==> src/rtl/nfed_pkg.sv <==
// Shared parameters and helpers for the noise floor energy detector.
// Assumes RSSI is an unsigned dB code whose width is set by RSSI_W.
package nfed_pkg;
    localparam int RSSI_W = 8;
    localparam int NUM_ANT = 2;

    // Configuration fields held by the register bank.
    typedef struct packed {
        logic [RSSI_W-1:0] abs_level;
        logic [RSSI_W-1:0] margin;
        logic              rel_mode;
        logic              squelch_en;
    } nfed_cfg_t;

    // Index of the highest set bit (0 for an input of 0).
    function automatic int unsigned msb_index(input logic [15:0] v);
        int unsigned r;
        r = 0;
        for (int i = 0; i < 16; i++) begin
            if (v[i]) r = i;
        end
        return r;
    endfunction
endpackage

==> src/rtl/nfed_cfg.sv <==
// Configuration register bank: a write-only parallel bus into three fields.
// Assumes a single write port; unmapped addresses are discarded.
module nfed_cfg
    import nfed_pkg::*;
(
    input  logic              clk,
    input  logic              rst_n,
    input  logic              we,
    input  logic [1:0]        addr,
    input  logic [RSSI_W-1:0] wdata,
    output nfed_cfg_t         cfg
);
    // Store written data into the addressed field.
    always_ff @(posedge clk) begin
        if (!rst_n) begin
            cfg <= '0;
        end else if (we) begin
            case (addr)
                2'd0: cfg.abs_level <= wdata;
                2'd1: cfg.margin    <= wdata;
                2'd2: begin
                    cfg.rel_mode   <= wdata[0];
                    cfg.squelch_en <= wdata[1];
                end
                default: ;
            endcase
        end
    end

    AST_ADDR3_IGNORED: assert property (@(posedge clk) disable iff (!rst_n)
        (we && addr == 2'd3) |=> $stable(cfg));
endmodule

==> src/rtl/nfed_floor_bank.sv <==
// One antenna's noise floor estimator: a circular buffer of DEPTH samples
// with a running sum. Before the buffer fills, the sum is divided by the
// largest power of two not above the count. Assumes DEPTH is a power of two.
module nfed_floor_bank
    import nfed_pkg::*;
#(
    parameter int DEPTH = 256
) (
    input  logic              clk,
    input  logic              rst_n,
    input  logic              push,
    input  logic [RSSI_W-1:0] din,
    output logic [RSSI_W-1:0] floor_val
);
    localparam int AW    = $clog2(DEPTH);
    localparam int SUM_W = RSSI_W + AW;
    localparam int CNT_W = AW + 1;

    logic [RSSI_W-1:0] mem [DEPTH];
    logic [AW-1:0]     ptr;
    logic [CNT_W-1:0]  count;
    logic [SUM_W-1:0]  sum;
    logic              full;
    logic [SUM_W-1:0]  quot;

    assign full = (count == CNT_W'(DEPTH));

    // Buffer storage: write the new sample over the oldest slot.
    always_ff @(posedge clk) begin
        if (push) mem[ptr] <= din;
    end

    // Running sum, fill count and write pointer.
    always_ff @(posedge clk) begin
        if (!rst_n) begin
            ptr   <= '0;
            count <= '0;
            sum   <= '0;
        end else if (push) begin
            ptr <= ptr + 1'b1;
            if (full) begin
                sum <= sum + SUM_W'(din) - SUM_W'(mem[ptr]);
            end else begin
                sum   <= sum + SUM_W'(din);
                count <= count + 1'b1;
            end
        end
    end

    // Floor: sum over the power-of-two count, capped to the RSSI range.
    always_comb begin
        quot = sum >> msb_index(16'(count));
        if (quot > SUM_W'({RSSI_W{1'b1}})) floor_val = '1;
        else                               floor_val = quot[RSSI_W-1:0];
    end

    AST_COUNT_LIMIT: assert property (@(posedge clk) disable iff (!rst_n)
        count <= CNT_W'(DEPTH));
    AST_COUNT_GROW: assert property (@(posedge clk) disable iff (!rst_n)
        (push && !full) |=> count == $past(count) + 1'b1);
    AST_IDLE_HOLD: assert property (@(posedge clk) disable iff (!rst_n)
        !push |=> ($stable(sum) && $stable(count)));
endmodule

==> src/rtl/nfed_compare.sv <==
// Threshold selection and registered energy-detect flag.
// Assumes the floors presented are those in effect before the current strobe.
module nfed_compare
    import nfed_pkg::*;
(
    input  logic              clk,
    input  logic              rst_n,
    input  nfed_cfg_t         cfg,
    input  logic              rx_en,
    input  logic              smp_valid,
    input  logic              smp_ant,
    input  logic [RSSI_W-1:0] smp_rssi,
    input  logic [RSSI_W-1:0] floor_a0,
    input  logic [RSSI_W-1:0] floor_a1,
    output logic              ed_flag
);
    logic [RSSI_W-1:0] floor_sel;
    logic [RSSI_W:0]   rel_sum;
    logic [RSSI_W-1:0] thr;

    // Pick the active antenna's floor and form the saturating threshold.
    always_comb begin
        floor_sel = smp_ant ? floor_a1 : floor_a0;
        rel_sum   = {1'b0, floor_sel} + {1'b0, cfg.margin};
        if (!cfg.rel_mode)     thr = cfg.abs_level;
        else if (rel_sum[RSSI_W]) thr = '1;
        else                   thr = rel_sum[RSSI_W-1:0];
    end

    // Update the flag on each accepted strobe; clear it while disabled.
    always_ff @(posedge clk) begin
        if (!rst_n)         ed_flag <= 1'b0;
        else if (!rx_en)    ed_flag <= 1'b0;
        else if (smp_valid) ed_flag <= (smp_rssi >= thr);
    end

    AST_REL_NO_WRAP: assert property (@(posedge clk) disable iff (!rst_n)
        cfg.rel_mode |-> thr >= floor_sel);
    AST_ED_CLEAR: assert property (@(posedge clk) disable iff (!rst_n)
        !rx_en |=> !ed_flag);
    AST_ED_HOLD: assert property (@(posedge clk) disable iff (!rst_n)
        (rx_en && !smp_valid) |=> $stable(ed_flag));
endmodule

==> src/rtl/nf_energy_detect.sv <==
// Top of the adaptive noise floor energy detector: configuration bank,
// one floor estimator per antenna, and the threshold comparator.
// Assumes one sample per strobe; floors survive receiver disable.
module nf_energy_detect
    import nfed_pkg::*;
#(
    parameter int DEPTH = 256
) (
    input  logic              clk,
    input  logic              rst_n,
    input  logic              cfg_we,
    input  logic [1:0]        cfg_addr,
    input  logic [7:0]        cfg_wdata,
    input  logic              rx_en,
    input  logic              smp_valid,
    input  logic              smp_ant,
    input  logic              smp_sig,
    input  logic [7:0]        smp_rssi,
    output logic              ed_flag,
    output logic              acq_allow,
    output logic [7:0]        floor_a0,
    output logic [7:0]        floor_a1
);
    nfed_cfg_t         cfg;
    logic [RSSI_W-1:0] floors [NUM_ANT];

    nfed_cfg u_cfg (
        .clk   (clk),
        .rst_n (rst_n),
        .we    (cfg_we),
        .addr  (cfg_addr),
        .wdata (cfg_wdata),
        .cfg   (cfg)
    );

    for (genvar a = 0; a < NUM_ANT; a++) begin : g_ant
        logic push;
        // Accept only signal-free samples for this antenna while enabled.
        assign push = rx_en && smp_valid && !smp_sig && (smp_ant == 1'(a));
        nfed_floor_bank #(.DEPTH(DEPTH)) u_bank (
            .clk       (clk),
            .rst_n     (rst_n),
            .push      (push),
            .din       (smp_rssi),
            .floor_val (floors[a])
        );
    end

    assign floor_a0 = floors[0];
    assign floor_a1 = floors[1];

    nfed_compare u_cmp (
        .clk       (clk),
        .rst_n     (rst_n),
        .cfg       (cfg),
        .rx_en     (rx_en),
        .smp_valid (smp_valid),
        .smp_ant   (smp_ant),
        .smp_rssi  (smp_rssi),
        .floor_a0  (floor_a0),
        .floor_a1  (floor_a1),
        .ed_flag   (ed_flag)
    );

    // Squelch: when enabled, acquisition waits for energy detect.
    assign acq_allow = cfg.squelch_en ? ed_flag : 1'b1;

    AST_FLOORS_KEEP: assert property (@(posedge clk) disable iff (!rst_n)
        !rx_en |=> ($stable(floor_a0) && $stable(floor_a1)));
    AST_SQUELCH_GATE: assert property (@(posedge clk) disable iff (!rst_n)
        (!ed_flag && acq_allow) |-> !cfg.squelch_en);
endmodule

==> config.mk <==
export PLATFORM = sky130hd
export DESIGN_NAME = nf_energy_detect
export DESIGN_NICKNAME = d
export VERILOG_FILES = /design/src/rtl/nfed_pkg.sv /design/src/rtl/nfed_cfg.sv /design/src/rtl/nfed_floor_bank.sv /design/src/rtl/nfed_compare.sv /design/src/rtl/nf_energy_detect.sv
export SDC_FILE = /design/constraint.sdc
export NUM_CORES = 2
export LEC_CHECK = 0
export BUFFER_PORTS_ARGS = -buffer_cell sky130_fd_sc_hd__buf_2
export CORE_UTILIZATION = 45
export CTS_CLUSTER_SIZE = 8
export DETAILED_ROUTE_END_ITERATION = 8
export HOLD_SLACK_MARGIN = 0.12
export SLEW_MARGIN = 20
export SYNTH_ARGS = -nofsm -noshare
export SYNTH_HDL_FRONTEND = slang
export SYNTH_SLANG_ARGS = --single-unit
==> constraint.sdc <==
create_clock -name clk -period 5.9 [get_ports clk]
set_input_delay 0.885 -clock clk [delete_from_list [all_inputs] [get_ports clk]]
set_output_delay 0.885 -clock clk [all_outputs]
set_load 0.02 [all_outputs]
---- After elaboration in Yosys (flattened, before gate mapping) ----
Memories as Yosys holds them, arrays and structs flattened. A register that Yosys moved wholly into a read port is not among the register bits.
Index checks and enable logic that the tools add are counted.
storage, ports and cells
  bits in latches ......................... 0
  word-level logic and storage cells ...... 78
  bits in registers ....................... 85
  memory bits (read-only) ................. 0
  memories ................................ 2
  memory bits (writable) .................. 4096
memories
  name                 depth  bits a word  read ports  clocked after memory_dff  wr ports  line                   RTL
  g_ant[0].u_bank.mem  256    8            1           1                         1         nfed_floor_bank.sv:19  logic [RSSI_W-1:0] mem [DEPTH];
  g_ant[1].u_bank.mem  256    8            1           1                         1         nfed_floor_bank.sv:19
cells by class
  reduce and logical (&&, ||, !) cells .... 12
  div/mod/pow operators ................... 0
  $mul .................................... 0
  eq/ne operators ......................... 4
  order comparisons ....................... 3
  bitwise gates (word level) .............. 3
  add/sub/neg operators ................... 9
  mux-type cells .......................... 32
  shift operators ......................... 2
operators by type and width
  operator               count
  $mux W8                9
  $add A16 B8 Y16        2
  $gt A16 B8 Y1 const B  2
  $mux W16               2
  $shr A16 B4 Y16        2
  $sub A16 B8 Y16        2
  $mux W3                8
  $add A9 B1 Y9 const B  2
  $eq A9 B9 Y1 const B   2
  $add A8 B1 Y8 const B  2
  $reduce_and A2 Y1      6
  $add A8 B8 Y9          1
  $ge A8 B8 Y1           1
  $mux W2                4
  $mux W4                2
  $mux W1                7
  $logic_and A1 B1 Y1    4
  $not A1 Y1             3
  $eq A2 B1 Y1 const B   1
  $eq A2 B2 Y1 const B   1
  $logic_not A2 Y1       1
  $logic_not A1 Y1       1

---- Logic depth before layout (Yosys ltp) ----
  depth after elaboration ................. 16
  mapped depth ............................ 32

---- Modules after synthesis ----
Synthesis repeated with hierarchy kept, for this count alone.
second synthesis, totals
  cell total of the unflattened synthesis .. 7516
  area, all modules ....................... 166195.6 um2
by module, submodules not included
  module                              sequential area each (um2)  instances  area each (um2)  cells each
  nfed_floor_bank at g_ant[0].u_bank  62319.8                     1          82460.3          3690
  nfed_floor_bank at g_ant[1].u_bank  62319.8                     1          82298.9          3672
  nfed_compare                        20.0                        1          711.9            81
  nfed_cfg                            360.3                       1          694.4            70
  nf_energy_detect                    0.0                         1          30.0             3

---- Worst setup path after synthesis ----
No wires, ideal clock.
  path type ............................... register to register
  start point ............................. reg g_ant[1].u_bank.count[4]
  end point ............................... reg u_cmp.ed_flag
  buffers on the path ..................... 2
  slack ................................... 0.064 ns
  clock period less this slack ............ 5.836 ns
  cell stages (with the launch flop) ...... 33
  data arrival time ....................... 5.716 ns
  cell sequence ........................... dfxtp_1 -> clkbuf_1 -> nor3_1 -> o21ai_0 -> o21ai_1 -> buf_2 -> mux2i_1 -> a22o_1 -> nand3_1 -> a221oi_2 -> a22oi_1 -> mux2_2 -> ha_1 -> fa_1 -> a21oi_1 -> nor2_1 -> nor2_1 -> o21bai_1 -> a21oi_1 -> nor2b_1 -> o21ai_0 -> nand3b_1 -> o22a_1 -> ha_1 -> nand2b_1 -> a21o_1 -> a21o_1 -> a21oi_1 -> nor2b_1 -> o21ai_0 -> a21oi_1 -> nor2_1 -> a211oi_1
between the ends
  word-level cells in the longest chain between the ends .. 13
RTL lines
  item                     line                    RTL
  from (decl)              nfed_floor_bank.sv:21   logic [CNT_W-1:0] count;
  from (signal assigned)   nfed_floor_bank.sv:45   count <= count + 1'b1;
  $mux W3 * (4 in series)  nfed_pkg.sv:20          if (v[i]) r = i;
  $mux W4 *                nfed_pkg.sv:20
  $shr A16 B4 Y16 *        nfed_floor_bank.sv:52   quot = sum >> msb_index(16'(count));
  $gt A16 B8 Y1            nfed_floor_bank.sv:53   if (quot > SUM_W'({RSSI_W{1'b1}})) floor_val = '1;
  $mux W8 *                nfed_floor_bank.sv:53
  via floor_a1[0]          nf_energy_detect.sv:22  output logic [7:0] floor_a1
  $mux W8 *                nfed_compare.sv:23      floor_sel = smp_ant ? floor_a1 : floor_a0;
  $add A8 B8 Y9 *          nfed_compare.sv:24      rel_sum = {1'b0, floor_sel} + {1'b0, cfg.margin};
  $mux W8 *                nfed_compare.sv:26      else if (rel_sum[RSSI_W]) thr = '1;
  $mux W8 *                nfed_compare.sv:25      if (!cfg.rel_mode) thr = cfg.abs_level;
  $ge A8 B8 Y1 *           nfed_compare.sv:34      else if (smp_valid) ed_flag <= (smp_rssi >= thr);
  to (signal assigned)     nfed_compare.sv:34
  to (decl)                nfed_compare.sv:15      output logic ed_flag
Mark *: on every way through the listed nets, which the timed path passes. The rest lies on a longest branch.
A chain may end at the register's enable or synchronous reset.

==> impl_summary.md <==
Routing
The total length of routed wires is 395000 microns. After the first detailed-routing iteration, the DRC count stood at 8955. The number of DRC violations after detailed routing is 0.

The total via count in the routed design is 78400. The number of vias per cell after detailed routing is 6.06. The number of iterations in the first detailed-routing pass is 5. The residual antenna-violating net count after detailed routing is 0. Dividing the detail-routed wire length by the instance count gives 30.6 microns.

Power and ir drop
The total power per unit cell area is 340 nW/um^2. The worst-case IR drop observed on VDD is 0.278 mV. The static leakage is 0.0573 uW.

Logic synthesis
After synthesis, the cell types taking the most area are sky130_fd_sc_hd__edfxtp_1 74%, sky130_fd_sc_hd__mux4_2 18%, sky130_fd_sc_hd__nor2_1 1.4%, sky130_fd_sc_hd__dfxtp_1 1.2%, sky130_fd_sc_hd__clkbuf_1 0.56%. Counting every net in the synthesized netlist gives 7524. The number of synthesized flops with an enable pin is 4096. The number of instances in the synthesized netlist is 7434.

The proportion of register bits with asynchronous set or reset after synthesis is 0. The Yosys step of the flow raised 0 warnings. Of the synthesized area, sequential elements account for 0.755. The xor/xnor cell area share of the yosys netlist is 0.00291. The simple-gate share of the synthesized area is 0.0242. The main combinational cell family by area after synthesis is multiplexers. Summing every instance area after synthesis gives 166000 sq um. The count of state elements after synthesis is 4197. The cell with the most instances after synthesis is sky130_fd_sc_hd__edfxtp_1.

The synthesized-area fraction occupied by ao, oa, aoi and oai cells is 0.0120. The post-synthesis mux area share is 0.187. The post-synthesis area per instance is 22.3 sq um. The most instantiated flip-flop cell in the synthesis netlist is sky130_fd_sc_hd__edfxtp_1. The share of the synthesized area in the top cell type is 0.742. Counting instances in the post-synthesis netlist gives the leading cell types as 4096 x sky130_fd_sc_hd__edfxtp_1, 1344 x sky130_fd_sc_hd__mux4_2, 629 x sky130_fd_sc_hd__nor2_1. sky130_fd_sc_hd__edfxtp_1 takes more of the synthesized area than any other cell.

The number of different library cells used by synthesis comes to 69. Of the total synthesized cell area, the portion taken by full adders, half adders and majority gates is 0.00514.

Critical path
The required time at the worst-slack endpoint is 6.74 ns. The worst setup path is captured at a register. Data on the critical path arrives at its endpoint at 6.49 ns. The destination of the worst register-to-register timing path is g_ant[0].u_bank.sum[13].

The startpoint kind of the worst setup timing path is a register. By startpoint and endpoint, the worst setup path is classified as register to register. The worst setup slack for register-to-register paths is 0.26 ns.

The cell count of the worst reg-to-reg path is 19. Along the worst path, the maximum fanout reaches 29.

Timing
After layout, the minimum clock period comes to 5.64 ns. After routing, the total negative slack on setup checks comes to 0 ns. The number of hold violations in the final report came to 0. For this run, the top clock speed supported by timing is 0.177 GHz. Setup repair after global routing could not meet its margin everywhere.

The number of pins exceeding their max-slew limit in the final report came to 0. On the final layout, the worst hold slack is 0.251 ns. The worst setup skew after layout is 0.0612 ns. At the pin with the least slew margin, the transition time is 1.20 ns. The worst pin sits at a relative slew slack of 0.200. Setup violations remaining at the end of the flow were counted as 0. The final critical-path share of the clock period is 0.957.

Clock network
The clock tree synthesis step divided the H-tree into 6 levels. The CTS tree is built. The buffer cell driving the clock tree root is sky130_fd_sc_hd__clkbuf_16.

The clock latency on the worst-skew pair is 1.04 ns. Counting the buffers created by CTS gives 596. The clock slew at the register clock pins of the worst setup and hold paths is 0.05 ns. The clock passes through at most 4 buffers. The post-CTS setup-driven buffer insertion count is 0. Counting every sink on the clock net gives 4197.

Floorplan
Row generation in the floorplan step produced 222 rows. From bottom edge to top edge, the die measures 609 microns. The floorplan step defined a die boundary enclosing 371000 sq um. The I/O pin count is 43. The initial utilization of the core area, before any placement, comes to 0.453. The core region is 366000 sq um. The die boundary width is 609 microns.

Global route
The number of global-route vias before repair is 80000. The overall fraction of global-route tracks in use is 0.212. The pin count of the biggest net entering global routing is 208. The first global-routing pass estimated 575000 microns of wire. The aggregate global routing overflow is 0.

The initial antenna violation count was 20.

Worst hold path
The worst hold path terminates at g_ant[0].u_bank.mem[99][5]. The worst hold path belongs to the class input port to register. Counting instances, the worst hold path has a depth of 1. The worst hold path startpoint is smp_rssi[5].

Run
Across the run, the number of max-cap violations was 0.

Placement
The half-perimeter wire length of the detailed placement result is 241000 microns. The number of buffer cells added on primary ports is 42. After detailed placement, the total cell area comes to 174000 sq um.

The final weighted congestion in routability-driven placement is 0.824.

Final layout
The share of layout cells above drive strength 1 is 0.305. For this run, the share of the core covered by cells in the final layout is 0.519. The post-route cell area is 190000 sq um.

The filler cell count in the final layout is 28000. The number of nets at the end of the flow is 8087. The layout overhead on the synthesized area is 14.6%.

Run status
The flow ran to the end, and the final reports show no timing, DRC or antenna violations.
[per-layer routing]
layer	share of wire	routed length, microns	global-route usage
met5	0.000033	13	0
met4	0.021	8260	0.0482
met3	0.077	30600	0.0416
met2	0.47	186000	0.326
met1	0.43	171000	0.316
[cells by family (layout without fill, tap and decap cells)]
logic type               after synthesis  count (layout)
flip-flops                          4197            4197
AND/OR/NAND/NOR                      940             940
buffers and inverters                470            1150
AO/OA/AOI/OAI                        285             285
XOR/XNOR                              55              55
other                                  0               2
multiplexers                        1422            1422
adder cells (fa/ha/maj)               65              65
[cell type report]
class,count,area (sq um),area share
sequential,4197,125000,0.658
multi-input combinational,2767,38600,0.203
clock buffer,655,15200,0.0799
tap,4816,6030,0.0317
timing repair buffer,398,3890,0.0205
clock inverter,60,1060,0.00560
inverter,37,140,0.000738
antenna,2,5.00,0.0000264
[power breakdown]
part	total [uW]	switching [uW]	internal (uW)
registers	32800	13.7	32800
logic	1620	1050	573
clock network	30200	12200	18100
[timing repair]
item,in CTS,in global routing
hold endpoints to repair,17,0
setup endpoints to repair,0,7
resized for setup,0,6
hold buffers,11,0
[per-stage QoR]
stage	total power (uW)	cells	worst slack, ns
detailed placement	35000	12200	0.263
CTS	65200	12900	0.209
finish	64700	12900	0.256
global route	66400	12900	-0.0770
floorplan	34100	7434	0.0636
global placement	34900	12200	-0.0265
[worst max-delay path, stage by stage (launching register included)]
cell and delay, ns:
sky130_fd_sc_hd__dfxtp_4 0.37, sky130_fd_sc_hd__buf_12 0.17, sky130_fd_sc_hd__buf_12 0.27, sky130_fd_sc_hd__buf_4 0.26, sky130_fd_sc_hd__mux4_2 0.53, sky130_fd_sc_hd__mux4_2 0.46, sky130_fd_sc_hd__mux4_2 0.50, sky130_fd_sc_hd__a22o_1 0.33
sky130_fd_sc_hd__a221oi_2 0.34, sky130_fd_sc_hd__ha_1 0.33, sky130_fd_sc_hd__o21a_1 0.12, sky130_fd_sc_hd__o31a_1 0.12, sky130_fd_sc_hd__o31ai_2 0.24, sky130_fd_sc_hd__a21oi_1 0.14, sky130_fd_sc_hd__a2111o_1 0.49, sky130_fd_sc_hd__buf_4 0.19
sky130_fd_sc_hd__nand3b_1 0.15, sky130_fd_sc_hd__a21oi_1 0.18, sky130_fd_sc_hd__xnor2_1 0.14, sky130_fd_sc_hd__nor2_1 0.05
[cells in the final DEF, fill, tap and decap left out, drive strengths merged, types with 9 or more instances in the layout]
| cell type | instances |
|---|---|
| nand4 | 22 |
| a221oi | 17 |
| or3 | 15 |
| dlygate4sd3 | 11 |
| xor2 | 24 |
| and2 | 14 |
| dfxtp | 101 |
| o21a | 12 |
| nor2 | 629 |
| mux2i | 66 |
| nand2 | 100 |
| a22oi | 10 |
| mux2 | 12 |
| a21o | 15 |
| nor3 | 27 |
| o22ai | 9 |
| clkbuf | 655 |
| nand3 | 52 |
| a2bb2oi | 9 |
| a22o | 15 |
| xnor2 | 31 |
| nand2b | 14 |
| clkinv | 33 |
| inv | 64 |
| nor2b | 34 |
| buf | 387 |
| o21ai | 64 |
| a21oi | 64 |
| o211ai | 10 |
| a211oi | 15 |
| and3 | 9 |
| mux4 | 1344 |
| edfxtp | 4096 |
| ha | 60 |
[flip-flops by register name (all words and copies together) (netlist names), named ones only]
signal / count
g_ant.u_bank.count: 18
g_ant.u_bank.mem: 4096
g_ant.u_bank.ptr: 16
g_ant.u_bank.sum: 32
u_cfg.cfg: 18
u_cmp.ed_flag: 1
[worst max-delay path by stage]
stage	from	end	cells after the start
floorplan	g_ant[1].u_bank.count[4]	u_cmp.ed_flag	32
CTS	register	g_ant[0].u_bank.sum[14]	18
global route	g_ant[1].u_bank.count[7]	u_cmp.ed_flag	29
detailed placement	register	g_ant[0].u_bank.sum[14]	18
global placement	g_ant[1].u_bank.count[6]	u_cmp.ed_flag	31
finish	register	g_ant[0].u_bank.sum[13]	19
(Power assumes the default switching activity.)
